[config.mk]
export PLATFORM = sky130hd
export DESIGN_NAME = alu_flag_unit
export DESIGN_NICKNAME = d
export VERILOG_FILES = /design/src/rtl/alu_flag_pkg.sv /design/src/rtl/alu_addsub.sv /design/src/rtl/alu_status_calc.sv /design/src/rtl/alu_ctrl_flags.sv /design/src/rtl/alu_flag_unit.sv
export SDC_FILE = /design/constraint.sdc
export NUM_CORES = 1
export LEC_CHECK = 0
export BUFFER_PORTS_ARGS = -buffer_cell sky130_fd_sc_hd__buf_2
export CORE_UTILIZATION = 48
export CTS_CLUSTER_DIAMETER = 120
export DETAILED_ROUTE_END_ITERATION = 12
export PLACE_DENSITY = 0.91
export SYNTH_ARGS = -nofsm -noshare
export SYNTH_HDL_FRONTEND = slang
export SYNTH_HIERARCHICAL = 1
export SYNTH_SLANG_ARGS = --single-unit
[constraint.sdc]
create_clock -name clk -period 10.2 [get_ports clk]
set_clock_uncertainty 0.2 [all_clocks]
set_input_delay 0.51 -clock clk [delete_from_list [all_inputs] [get_ports clk]]
set_output_delay 0.51 -clock clk [all_outputs]
set_load 0.01 [all_outputs]
[src/rtl/alu_flag_pkg.sv]
package alu_flag_pkg;
  localparam int unsigned NIB_W = 4;

  typedef enum logic [1:0] {
    OP_ADD = 2'b00,
    OP_ADC = 2'b01,
    OP_SUB = 2'b10,
    OP_SBB = 2'b11
  } alu_op_e;

  typedef struct packed {
    logic cf;
    logic pf;
    logic af;
    logic zf;
    logic sf;
    logic of;
  } stat_flags_t;
endpackage

[src/rtl/alu_addsub.sv]
module alu_addsub
  import alu_flag_pkg::*;
#(
  parameter int unsigned W    = 16,
  parameter int unsigned HALF = W / 2
) (
  input  logic [W-1:0] a,
  input  logic [W-1:0] b,
  input  logic [1:0]   op_sel,
  input  logic         word_sel,
  input  logic         carry_in,
  output logic [W-1:0] result,
  output logic         c_out,
  output logic         c_msb_in,
  output logic         c_nib,
  output logic         is_sub
);
  alu_op_e     op_e;
  logic        use_c;
  logic        cin;
  logic [W-1:0] b_eff;
  logic [W:0]   sum_w;
  logic [HALF:0] sum_h;

  always_comb begin
    op_e   = alu_op_e'(op_sel);
    is_sub = (op_e == OP_SUB) || (op_e == OP_SBB);
    use_c  = (op_e == OP_ADC) || (op_e == OP_SBB);
    // subtract is a + ~b + 1, with the borrow folded into the carry-in
    cin    = is_sub ? ~(use_c & carry_in) : (use_c & carry_in);
    b_eff  = is_sub ? ~b : b;
    sum_w  = {1'b0, a} + {1'b0, b_eff} + {{W{1'b0}}, cin};
    sum_h  = {1'b0, a[HALF-1:0]} + {1'b0, b_eff[HALF-1:0]} + {{HALF{1'b0}}, cin};
    c_nib  = a[NIB_W] ^ b_eff[NIB_W] ^ sum_w[NIB_W];
    if (word_sel) begin
      result   = sum_w[W-1:0];
      c_out    = sum_w[W];
      c_msb_in = a[W-1] ^ b_eff[W-1] ^ sum_w[W-1];
    end else begin
      result   = {{(W-HALF){1'b0}}, sum_h[HALF-1:0]};
      c_out    = sum_h[HALF];
      c_msb_in = a[HALF-1] ^ b_eff[HALF-1] ^ sum_h[HALF-1];
    end
  end
endmodule

[src/rtl/alu_status_calc.sv]
module alu_status_calc
  import alu_flag_pkg::*;
#(
  parameter int unsigned W    = 16,
  parameter int unsigned HALF = W / 2
) (
  input  logic [W-1:0] result,
  input  logic         word_sel,
  input  logic         c_out,
  input  logic         c_msb_in,
  input  logic         c_nib,
  input  logic         is_sub,
  output stat_flags_t  flags
);
  logic [HALF-1:0] par_chain;

  assign par_chain[0] = result[0];
  for (genvar i = 1; i < HALF; i++) begin : g_par
    assign par_chain[i] = par_chain[i-1] ^ result[i];
  end

  always_comb begin
    flags.cf = c_out ^ is_sub;
    flags.af = c_nib ^ is_sub;
    flags.of = c_msb_in ^ c_out;
    flags.pf = ~par_chain[HALF-1];
    flags.zf = word_sel ? (result == '0) : (result[HALF-1:0] == '0);
    flags.sf = word_sel ? result[W-1] : result[HALF-1];
  end
endmodule

[src/rtl/alu_ctrl_flags.sv]
module alu_ctrl_flags #(
  parameter int unsigned N_CTL = 3
) (
  input  logic             clk,
  input  logic             rst_n,
  input  logic [N_CTL-1:0] ctl_set,
  input  logic [N_CTL-1:0] ctl_clr,
  output logic [N_CTL-1:0] ctl_q
);
  logic [N_CTL-1:0] ctl_d;

  for (genvar i = 0; i < N_CTL; i++) begin : g_ctl
    always_comb begin
      if (ctl_clr[i])      ctl_d[i] = 1'b0;
      else if (ctl_set[i]) ctl_d[i] = 1'b1;
      else                 ctl_d[i] = ctl_q[i];
    end

    always_ff @(posedge clk or negedge rst_n) begin
      if (!rst_n) ctl_q[i] <= 1'b0;
      else        ctl_q[i] <= ctl_d[i];
    end

    // clear has priority, set loads, idle holds
    a_r9_clear_wins: assert property (@(posedge clk) disable iff (!rst_n)
      ctl_clr[i] |=> !ctl_q[i]);
    a_r9_set_loads: assert property (@(posedge clk) disable iff (!rst_n)
      (ctl_set[i] && !ctl_clr[i]) |=> ctl_q[i]);
    a_r9_idle_holds: assert property (@(posedge clk) disable iff (!rst_n)
      (!ctl_set[i] && !ctl_clr[i]) |=> $stable(ctl_q[i]));
  end
endmodule

[src/rtl/alu_flag_unit.sv]
module alu_flag_unit
  import alu_flag_pkg::*;
#(
  parameter int unsigned W    = 16,
  localparam int unsigned HALF = W / 2
) (
  input  logic         clk,
  input  logic         rst_n,
  input  logic [W-1:0] op_a,
  input  logic [W-1:0] op_b,
  input  logic [1:0]   op_sel,
  input  logic         word_sel,
  input  logic         carry_in,
  input  logic         flag_we,
  input  logic         trap_set,
  input  logic         trap_clr,
  input  logic         intr_set,
  input  logic         intr_clr,
  input  logic         dir_set,
  input  logic         dir_clr,
  output logic [W-1:0] result,
  output logic         cf,
  output logic         pf,
  output logic         af,
  output logic         zf,
  output logic         sf,
  output logic         of,
  output logic         tf,
  output logic         ie,
  output logic         df
);
  logic [1:0]  rst_pipe;
  logic        rst_q_n;
  logic        c_out, c_msb_in, c_nib, is_sub;
  stat_flags_t stat_new, stat_d, stat_q;
  logic [2:0]  ctl_q;

  // reset: asserts at once, releases after two clock edges
  always_ff @(posedge clk or negedge rst_n) begin
    if (!rst_n) rst_pipe <= 2'b00;
    else        rst_pipe <= {rst_pipe[0], 1'b1};
  end
  assign rst_q_n = rst_pipe[1];

  alu_addsub #(.W(W), .HALF(HALF)) i_addsub (
    .a        (op_a),
    .b        (op_b),
    .op_sel   (op_sel),
    .word_sel (word_sel),
    .carry_in (carry_in),
    .result   (result),
    .c_out    (c_out),
    .c_msb_in (c_msb_in),
    .c_nib    (c_nib),
    .is_sub   (is_sub)
  );

  alu_status_calc #(.W(W), .HALF(HALF)) i_status (
    .result   (result),
    .word_sel (word_sel),
    .c_out    (c_out),
    .c_msb_in (c_msb_in),
    .c_nib    (c_nib),
    .is_sub   (is_sub),
    .flags    (stat_new)
  );

  alu_ctrl_flags #(.N_CTL(3)) i_ctrl (
    .clk     (clk),
    .rst_n   (rst_q_n),
    .ctl_set ({dir_set, intr_set, trap_set}),
    .ctl_clr ({dir_clr, intr_clr, trap_clr}),
    .ctl_q   (ctl_q)
  );

  always_comb begin
    stat_d = flag_we ? stat_new : stat_q;
  end

  always_ff @(posedge clk or negedge rst_q_n) begin
    if (!rst_q_n) stat_q <= '0;
    else          stat_q <= stat_d;
  end

  assign cf = stat_q.cf;
  assign pf = stat_q.pf;
  assign af = stat_q.af;
  assign zf = stat_q.zf;
  assign sf = stat_q.sf;
  assign of = stat_q.of;
  assign tf = ctl_q[0];
  assign ie = ctl_q[1];
  assign df = ctl_q[2];

  logic add_ovf_word;
  assign add_ovf_word = flag_we && !op_sel[1] && word_sel &&
                        (op_a[W-1] == op_b[W-1]) && (result[W-1] != op_a[W-1]);

  // no write enable, no change to status
  a_r8_hold_without_we: assert property (@(posedge clk) disable iff (!rst_q_n)
    !flag_we |=> $stable(stat_q));
  // like-signed word add that flips the sign reports overflow
  a_r7_word_add_overflow: assert property (@(posedge clk) disable iff (!rst_q_n)
    add_ovf_word |=> of);
  // a zero low byte always has even parity
  a_r4_zero_even_parity: assert property (@(posedge clk) disable iff (!rst_q_n)
    zf |-> pf);
  // a zero result cannot be negative
  a_r6_zero_not_negative: assert property (@(posedge clk) disable iff (!rst_q_n)
    zf |-> !sf);
  // everything cleared while reset is held
  a_r10_reset_clear: assert property (@(posedge clk)
    !rst_n |-> (stat_q == '0) && (ctl_q == '0));
endmodule

## Yosys cells after proc, flatten, opt, wreduce, memory -nomap -nowiden

Cells that the tools add are included.
W data, S select, Z words.

- Word-level logic and storage cells: 57
- Bits in registers: 11

- Bitwise logic cells: 20
- Eq/ne operators: 3
- Muxes and demuxes: 13
- Reductions and logical operators: 7
- Add/sub/neg operators: 4

Operators with widths:

| kind | count |
|---|---|
| $mux W16 | 2 |
| $add A16 B16 Y17 | 1 |
| $add A17 B1 Y17 | 1 |
| $logic_not A16 Y1 | 1 |
| $not A16 Y16 | 1 |
| $xor A1 B1 Y1 | 16 |
| $mux W1 | 11 |
| $add A8 B8 Y9 | 1 |
| $add A9 B1 Y9 | 1 |
| $logic_not A8 Y1 | 1 |
| $reduce_bool A2 Y1 | 3 |
| $eq A2 B2 Y1 const B | 2 |
| $eq A2 B1 Y1 const B | 1 |
| $logic_or A1 B1 Y1 | 2 |
| $not A1 Y1 | 2 |
| $and A1 B1 Y1 | 1 |

## Depth between registers and ports, before layout

Gate-level depths: netlist of the first run.

- Depth in word-level cells: 15
- Mapped depth: 14
- Gate-level depth less buffers: 13

## By module

Netlist of the first run, hierarchy kept.

By module, submodules not included:

| module | seq. area each (um^2) | instances | cells each | area an instance (um^2) |
|---|---|---|---|---|
| alu_addsub | 0.0 | 1 | 152 | 1,128.6 |
| alu_flag_unit | 200.2 | 1 | 16 | 305.3 |
| alu_status_calc | 0.0 | 1 | 20 | 148.9 |
| alu_ctrl_flags | 75.1 | 1 | 6 | 105.1 |

## Worst setup path after synthesis of the first run

OpenSTA, ideal clock, no wires.

- Kind: input-to-reg
- Start: input port op_sel[1]
- End: register stat_q, in the netlist zf
- Slack: 5.925 ns
- Library setup time: 0.125 ns
- Required time: 9.875 ns
- Stages: 14
- Arrival: 3.950 ns
- Cell sequence: clkbuf_1 -> buf_2 -> xor2_1 -> fa_1 -> fa_1 -> a21o_1 -> a311o_1 -> a31o_2 -> o31ai_4 -> mux2i_1 -> nor4_1 -> nand2_1 -> a21oi_1 -> mux2_4

RTL lines:

| item | line | text |
|---|---|---|
| start, declared | alu_flag_unit.sv:11 | `input logic [1:0] op_sel,` |
| end signal, assigned | alu_flag_unit.sv:82 | `else stat_q <= stat_d;` |
| end, declared | alu_flag_unit.sv:35 | `stat_flags_t stat_new, stat_d, stat_q;` |

## Worst setup path after layout of the first run

- Start: input port op_sel[1]
- End: output port result[14]

- Word-level cells in the longest chain between the ends: 7

Ends and longest elaborated chain:

| item | line | text |
|---|---|---|
| branches (longest 5 deep; another with $add A16 B16 Y17) | -- |  |
| $add A17 B1 Y17 (*) | alu_addsub.sv:32 | `sum_w = {1'b0, a} + {1'b0, b_eff} + {{W{1'b0}}, cin};` |
| $mux W16 (*) | alu_addsub.sv:35 | `if (word_sel) begin` |
| end, declared | alu_flag_unit.sv:21 | `output logic [W-1:0] result,` |

Every way passes the cells marked *.

==> results.rst, run 1 <==
.. list-table::
   :header-rows: 1

   * - Metric
     - Value
   * - Part of the power in the clock network
     - around a tenth
   * - WHS
     - approximately 0.16 ns
   * - Yosys warns
     - 6
   * - Cell type with the highest aggregate area in the netlist
     - sky130_fd_sc_hd__dfrtp_1
   * - Total global routing overflow
     - 0
   * - Net count after synthesis
     - 257
   * - Number of enable-type register cells in the synthesized netlist
     - 0
   * - Hold Fails Final Rpt
     - 0
   * - Worst-margin pin slew
     - 0.5371 ns
   * - Initial antenna violation count
     - 0
   * - Io pins
     - 70
   * - Port Buffers
     - between 60 and 70
   * - Number of search-and-repair iterations in the first detailed-routing pass
     - 4
   * - Required time worst endpoint
     - 9.49 ns
   * - DR vias
     - 1632
   * - Post-Route Utilization
     - 62.50%
   * - Maximum level of the CTS H-tree
     - 1
   * - Tightest Hold Check Type
     - reg -> reg
   * - Maximum root-to-sink buffer count
     - 2
   * - Final TNS setup
     - 0 ns
   * - Routability-driven placement congestion ratio
     - about 0.93
   * - IR drop worst, VDD
     - between 0.00005 and 0.00006 V
   * - Sw Pwr
     - 126.9 µW
   * - Count of distinct cell types in the synthesized netlist
     - 49
   * - Number of buffers and inverters on the critical path
     - 2
   * - Power Internal
     - 166.6 µW
   * - Final max-slew violation count
     - 0
   * - Clock root buffer
     - sky130_fd_sc_hd__clkbuf_4
   * - Main area contributors after synthesis
     - sky130_fd_sc_hd__dfrtp_1 16%, sky130_fd_sc_hd__xor2_1 12%, sky130_fd_sc_hd__ha_1 12%
   * - Peak per-stage delay on the critical path
     - around 0.45 ns
   * - Part of the power in registers
     - a little under a fifth
   * - CTS buffer count
     - 3
   * - Cell-by-cell trace of the critical path
     - buf_2, xor2_1, fa_1, fa_1, a21o_1, a311o_1, a31o_2, o31ai_4, mux2i_1, buf_2
   * - Unrepaired setup endpoints after global routing
     - no
   * - Worst slew slack as a fraction of its limit
     - between 60% and 70%
   * - Critical Setup Path Class
     - in -> out
   * - Cell row count
     - 21
   * - Leakage power
     - roughly 0.0011 µW
   * - Main flop type after synthesis
     - sky130_fd_sc_hd__dfrtp_1
   * - Post-route DRC violation count
     - 0
   * - Avg Cell Area, Syn
     - 8.700 µm²
   * - # setup viols final
     - 0
   * - Average routed wire per standard cell
     - about 13 µm
   * - Die Footprint
     - approximately 3800 µm²
   * - Filler Cell Count
     - 332
   * - Total setup buffers inserted after CTS
     - 0
   * - Power density cells
     - around 140 nW/µm²
   * - Starting density of the core
     - 50.19%
   * - Most instantiated library cell after synthesis
     - sky130_fd_sc_hd__xor2_1
   * - Total routing usage reported by global routing
     - ~23%
   * - Critical Path Slowest Stage Cell
     - sky130_fd_sc_hd__fa_1
   * - Clock tree from TritonCTS
     - built
   * - Number of storage elements in the synthesis netlist
     - 11
   * - Width of the chip
     - 61.30 µm
   * - Final period util
     - 41.88%
   * - Clock transition at the registers of the reported paths
     - 0.07 ns
   * - Diode insertion count for antenna repair
     - 0
   * - CP startpoint kind
     - input pin
   * - Number of DRC markers after the initial detailed-route iteration
     - between 60 and 70
   * - Top Family by Delay on Critical Path
     - compound AO/OA/AOI/OAI gates
   * - Instance count of the mapped netlist
     - around 190
   * - Post-DP HPWL
     - around 3.3 mm
   * - Post-DRT Antenna Nets
     - 0
   * - Clock sink total
     - 11
   * - Max_cap viols
     - 0
   * - Portion of the post-synthesis area used by sequential elements
     - 16.31%
   * - Critical path capture point type
     - output port
   * - Achievable frequency
     - 234.1 MHz
   * - Switching fraction of total power
     - between 40% and 50%
   * - Routed via count divided by cell count
     - around 5.3
   * - Most numerous cell types in the synthesized netlist
     - 23 x sky130_fd_sc_hd__xor2_1, 20 x sky130_fd_sc_hd__nand2_1, 16 x sky130_fd_sc_hd__ha_1
   * - Y dimension of the die
     - 61.30 µm
   * - Hold-fix buffers, CTS
     - 2
   * - Global-route wire length before repair
     - 6.506 mm
   * - Mapped cell area
     - 1688 µm²
   * - Area of the core region
     - between 3000 and 4000 µm²
   * - Pin count of the biggest net entering global routing
     - 20
   * - PostCTS Resize Cnt
     - 0
   * - Arrival @ worst endpoint
     - 3.56 ns
   * - Run status
     - completed
   * - P&R area growth vs syn
     - 24.54%
   * - Portion of synthesized cell area occupied by the leading cell type
     - roughly 16%
   * - Post-Route WL
     - 4.014 mm
   * - Share of total power in combinational logic
     - between 70% and 80%
   * - Layout net count
     - between 300 and 400
   * - Clock latency on the worst-skew pair
     - 0.26 ns
   * - Maximum fanout count along the critical path
     - 19
   * - Vias in the first global route
     - approximately 1500
   * - Share of post-route cells with drive strength above 1
     - 32.82%
   * - FFs w/ async S/R, synth
     - 100.0%
   * - Minimum clock period after layout
     - between 4 and 5 ns
==> routing by layer <==
metal | share of wire (%) | global-route usage [%]
met1 | 46 | 29.05
met2 | 49 | 41.77
met3 | 4.4 | 3.782
met4 | 0.82 | 2.597
met5 | 0 | 0
==> final timing paths <==
| path | endpoint | slack [ns] | cells past startpoint | startpoint |
|---|---|---|---|---|
| max reg2reg | af | 9.01 | 1 | rst_pipe[1] |
| max | result[14] | 5.93 | 10 | op_sel[1] |
| max in group asynchronous | af | 9.01 | 1 | rst_pipe[1] |
| min | rst_pipe[1] | 0.16 | 0 | rst_pipe[0] |
| min in group asynchronous | rst_pipe[1] | 0.36 | 2 | rst_n |
| min reg2reg | rst_pipe[1] | 0.16 | 0 | rst_pipe[0] |
==> cells by family (layout without fill, tap and decap cells) <==
| family | Yosys count | in the layout | share of synthesized area, % |
|---|---|---|---|
| simple gates | 53 | 53 | 15.86 |
| flops | 11 | 11 | 16.31 |
| other cells | 1 | 1 | 0.2222 |
| fa+ha+maj | 18 | 18 | 14.23 |
| buf+inv | 16 | 84 | 4.077 |
| mux | 12 | 12 | 8.970 |
| xor+xnor | 32 | 32 | 16.60 |
| compound gates | 51 | 51 | 23.72 |
==> area by class of cell <==
class	count	area, µm²	share of cell area, %
Multi-Input combinational cell	167	1344	63.93
Timing Repair Buffer	71	365.4	17.38
Sequential cell	11	275.3	13.10
Tap cell	46	57.56	2.738
Inverter	9	33.78	1.607
Clock buffer	4	26.28	1.250
==> power groups by stage <==
| stage | Clock [µW] | Combinational [µW] | Sequential (µW) |
|---|---|---|---|
| floorplan | 0 | 148 | 61.4 |
| global placement | 0 | 203 | 57.0 |
| detailed placement | 0 | 205 | 58.0 |
| CTS | 30.9 | 208 | 56.5 |
| global route | 33.1 | 232 | 57.1 |
| finish | 29.4 | 208 | 56.5 |
==> placed cells by master, fill, tap and decap left out, drive strengths merged, types with 2 or more instances in the layout <==
| cell type | instances |
|---|---|
| a211oi | 3 |
| a21o | 6 |
| a21oi | 12 |
| a31o | 2 |
| a31oi | 2 |
| and2 | 2 |
| and3 | 2 |
| buf | 69 |
| clkbuf | 4 |
| dfrtp | 11 |
| dlygate4sd3 | 2 |
| fa | 2 |
| ha | 16 |
| inv | 9 |
| mux2 | 7 |
| mux2i | 5 |
| nand2 | 20 |
| nand2b | 5 |
| nor2 | 12 |
| nor3 | 4 |
| nor4 | 3 |
| o21a | 4 |
| o21ai | 8 |
| o21ba | 3 |
| xnor2 | 9 |
| xor2 | 23 |
==> sequential cells by signal, summed over array words and instances, names as in the netlist <==
signal        cells
i_ctrl/ctl_q      3
rst_pipe          2
zf                1
of                1
cf                1
sf                1
af                1
pf                1
==> metrics by stage <==
step                      setup WS, ns  cells  instance area [µm²]  total power (µW)
final                            5.928    308                 2102             293.5
after global routing             5.791    308                 2102             322.1
after CTS                        5.915    308                 2102             295.4
after detailed placement         5.922    302                 2056             263.4
after global placement           6.026    302                 2056             260.1
after floorplan                  5.925    194                 1688             209.3
No activity file was read; power rests on OpenSTA's default activity.
==> inputs of run 2 (changes only) <==
- ABC_AREA: not set -> 1
- PLACE_DENSITY: 0.91 -> 0.9
- clock period: 10.2 -> 4.4 ns (I/O delays scaled with it)
==> results.rst, run 2 <==
.. list-table::
   :header-rows: 1

   * - Metric
     - Value
   * - Port Buffers
     - slightly below 70
   * - Max FFs per register
     - 3
   * - Part of the power in the clock network
     - 14.3%
   * - Cell type with the highest aggregate area in the netlist
     - sky130_fd_sc_hd__nand2_1
   * - Power Internal
     - 360.8 µW
   * - Minimum clock period after layout
     - between 3 and 4 ns
   * - Routability-driven placement congestion ratio
     - 0.9274
   * - Leakage power
     - between 0.001 and 0.0015 µW
   * - Yosys warns
     - 6
   * - Area of the core region
     - 3468 µm²
   * - Arrival @ worst endpoint
     - 2.59 ns
   * - Highest-count cells in the layout ignoring fill and taps
     - 99 x sky130_fd_sc_hd__nand2_1, 69 x sky130_fd_sc_hd__buf_2, 40 x sky130_fd_sc_hd__inv_1, 37 x sky130_fd_sc_hd__nor2_1, 26 x sky130_fd_sc_hd__xor2_1
   * - FFs w/ async S/R, synth
     - 100.0%
   * - Total setup buffers inserted after CTS
     - 0
   * - Register with the most flip-flops
     - i_ctrl/ctl_q
   * - Global-route wire length before repair
     - just under 7 mm
   * - Count of distinct cell types in the synthesized netlist
     - 26
   * - Main flop type after synthesis
     - sky130_fd_sc_hd__dfrtp_1
   * - Diode insertion count for antenna repair
     - 0
   * - Maximum level of the CTS H-tree
     - 1
   * - Instance count of the mapped netlist
     - about 300
   * - # setup viols final
     - 0
   * - PostCTS Resize Cnt
     - 0
   * - Starting density of the core
     - 52.27%
   * - CP startpoint kind
     - input pin
   * - Crit path from
     - op_sel[1]
   * - Tightest Hold Check Type
     - in -> reg
   * - Hold Fails Final Rpt
     - 0
   * - Total global routing overflow
     - 0
   * - Most instantiated library cell after synthesis
     - sky130_fd_sc_hd__nand2_1
   * - Io pins
     - 70
   * - Clock sink total
     - 11
   * - Final worst setup slack
     - 1.393 ns
   * - Average routed wire per standard cell
     - roughly 10 µm
   * - Clock root buffer
     - sky130_fd_sc_hd__clkbuf_8
   * - Worst setup path endpoint
     - result[10]
   * - Critical Setup Path Class
     - in -> out
   * - Max_cap viols
     - 0
   * - Die Footprint
     - between 4000 and 5000 µm²
   * - Required time worst endpoint
     - 3.98 ns
   * - Maximum root-to-sink buffer count
     - 2
   * - Most common cell after layout, fill and taps aside
     - sky130_fd_sc_hd__nand2_1
   * - Final period util
     - between 60% and 70%
   * - Net count after synthesis
     - 359
   * - Layout net count
     - ~430
   * - Post-DRT Antenna Nets
     - 0
   * - Post-DP HPWL
     - between 3 and 4 mm
   * - Number of storage elements in the synthesis netlist
     - 11
   * - Maximum fanout count along the critical path
     - 19
   * - Total design power
     - around 700 µW
   * - Layout Cell Area excl Fill
     - 2280 µm²
   * - Total routing usage reported by global routing
     - 21.28%
   * - Main area contributors after synthesis
     - sky130_fd_sc_hd__nand2_1 20%, sky130_fd_sc_hd__dfrtp_1 15%, sky130_fd_sc_hd__xor2_1 13%
   * - IR drop worst, VDD
     - about 0.00010 V
   * - DR vias
     - approximately 2000
   * - Cell-by-cell trace of the critical path
     - buf_2, xor2_1, inv_1, fa_1, fa_1, nand2_2, nand2_1, nand3b_1, nand2_2, nand2_1, nand2_1, nand2_1, nand2_1, nor2_1, buf_2
   * - Pin count of the biggest net entering global routing
     - 20
   * - Number of DRC markers after the initial detailed-route iteration
     - 40
   * - Initial antenna violation count
     - 0
   * - Width of the chip
     - roughly 63 µm
   * - Portion of the post-synthesis area used by sequential elements
     - between 10% and 20%
   * - Peak per-stage delay on the critical path
     - between 0.4 and 0.5 ns
   * - Clock transition at the registers of the reported paths
     - roughly 0.05 ns
   * - Number of enable-type register cells in the synthesized netlist
     - 0
   * - Worst reg2reg path depth
     - 1
   * - Sw Pwr
     - around 330 µW
   * - CTS buffer count
     - 3
   * - Part of the power in registers
     - between 10% and 20%
   * - Cell row count
     - 21
   * - Worst slew slack as a fraction of its limit
     - about two thirds
   * - Final max-slew violation count
     - 0
   * - Vias in the first global route
     - ~1700
   * - Run status
     - completed
   * - Pre-CTS WS
     - 1.201 ns
   * - Largest regs
     - i_ctrl/ctl_q: 3 flops, rst_pipe: 2 flops
   * - Origin of the critical flop-to-flop path
     - rst_pipe[1]
   * - Post-route DRC violation count
     - 0
   * - Share of total power in combinational logic
     - between 60% and 70%
   * - Filler Cell Count
     - roughly 340
   * - P&R area growth vs syn
     - 25.74%
   * - Clock latency on the worst-skew pair
     - between 0.2 and 0.25 ns
   * - Routed via count divided by cell count
     - roughly 4.7
   * - Power density cells
     - roughly 300 nW/µm²
   * - Critical Path Slowest Stage Cell
     - sky130_fd_sc_hd__fa_1
   * - Critical path capture point type
     - output port
   * - Avg Cell Area, Syn
     - between 6 and 7 µm²
   * - Final TNS setup
     - 0 ns
   * - Most numerous cell types in the synthesized netlist
     - 99 x sky130_fd_sc_hd__nand2_1, 40 x sky130_fd_sc_hd__inv_1, 37 x sky130_fd_sc_hd__nor2_1
   * - Standard cell area after detailed placement
     - between 2000 and 2500 µm²
   * - Achievable frequency
     - 332.6 MHz
   * - Switching fraction of total power
     - 47.43%
   * - Post-Route WL
     - 4.025 mm
   * - Mapped cell area
     - 1813 µm²
   * - RR Endpoint
     - i_ctrl/ctl_q[2]
   * - Cell repeated most along the worst path
     - sky130_fd_sc_hd__nand2_1
   * - Internal reg-to-reg setup slack
     - roughly 3.2 ns
   * - Unrepaired setup endpoints after global routing
     - no
   * - Y dimension of the die
     - 63.46 µm
   * - Clock tree from TritonCTS
     - built
   * - Share of post-route cells with drive strength above 1
     - 29.62%
   * - Worst-margin pin slew
     - approximately 0.52 ns
   * - Number of search-and-repair iterations in the first detailed-routing pass
     - 4
   * - Portion of synthesized cell area occupied by the leading cell type
     - about a fifth
==> run 2: cell count changes after synthesis, sizes merged, moves of 6 or more <==
cell,delta
nand3,+9
mux2,-6
o21ai,-8
nand2,+94
a21o,-6
nor2,+29
xnor2,-9
inv,+39
==> run 2: kinds of logic after synthesis <==
family                     after synthesis  synth area share, %
DFF                                     11                15.18
xor gates and xnor gates                26                12.56
other                                    1               0.2068
and+or+nand+nor                        170                40.79
AOI/OAI and AO/OA                       15                5.729
adders and majority gates               18                13.25
muxes                                    1               0.6211
buffers and inverters                   54                11.66
==> run 2: layout make-up <==
class | instances | area, µm² | area share (%)
Timing Repair Buffer | 74 | 395.4 | 17.34
Sequential cell | 11 | 275.3 | 12.07
Tap cell | 46 | 57.56 | 2.525
Inverter | 48 | 180.2 | 7.903
Clock buffer | 4 | 45.04 | 1.976
Multi-Input combinational cell | 231 | 1326 | 58.18
==> run 2: routing by layer <==
metal	part of all wire, %	track usage [%]	wire (µm)	vias up
met4	1.5	7.955	61	0
met5	0	0	0	-
met2	51	39.89	2048	52
li1	-	-	-	1036
met1	43	23.92	1719	866
met3	4.9	2.899	196	7
==> run 2: power by group through the flow <==
stage / Sequential (µW) / Combinational [µW] / Clock [µW]
4_1_cts: 126 / 464 / 103
3_5_place_dp: 129 / 457 / 0
2_1_floorplan: 136 / 328 / 0
6_report: 126 / 462 / 98.4
3_3_place_gp: 128 / 447 / 0
5_1_grt: 127 / 526 / 108
==> run 2: how the worst min path moves through the flow <==
stage | slack [ns] | start | cells after the start | end
after floorplan | -0.28 | rst_n | 0 | rst_pipe[0]
after global placement | -0.20 | rst_n | 1 | rst_pipe[1]
after detailed placement | -0.19 | rst_n | 1 | rst_pipe[0]
after CTS | 0.02 | dir_set | 3 | i_ctrl/ctl_q[2]
after global routing | 0.04 | trap_set | 3 | i_ctrl/ctl_q[0]
final | 0.02 | trap_set | 3 | i_ctrl/ctl_q[0]
==> run 2: what timing repair did <==
action	4_1_cts	5_1_grt
hold buffers	5	0
setup endpoints to repair	0	0
endpoints found under the hold margin	14	0
==> run 2: worst max-delay path: cells and delay by family <==
kind | cells | cell delay, ns
simple gates | 9 | 0.69
xor+xnor | 1 | 0.20
buf+inv | 3 | 0.65
fa+ha+maj | 2 | 0.83
==> run 2: per-stage QoR <==
stage | utilization (%) | std cells | hold slack (ns)
2_1_floorplan | - | 296 | -0.2756
3_3_place_gp | 62.99 | 405 | -0.1953
3_5_place_dp | 62.99 | 405 | -0.1936
4_1_cts | 65.73 | 414 | 0.01719
5_1_grt | 65.73 | 414 | 0.03845
6_report | 65.73 | 414 | 0.01690
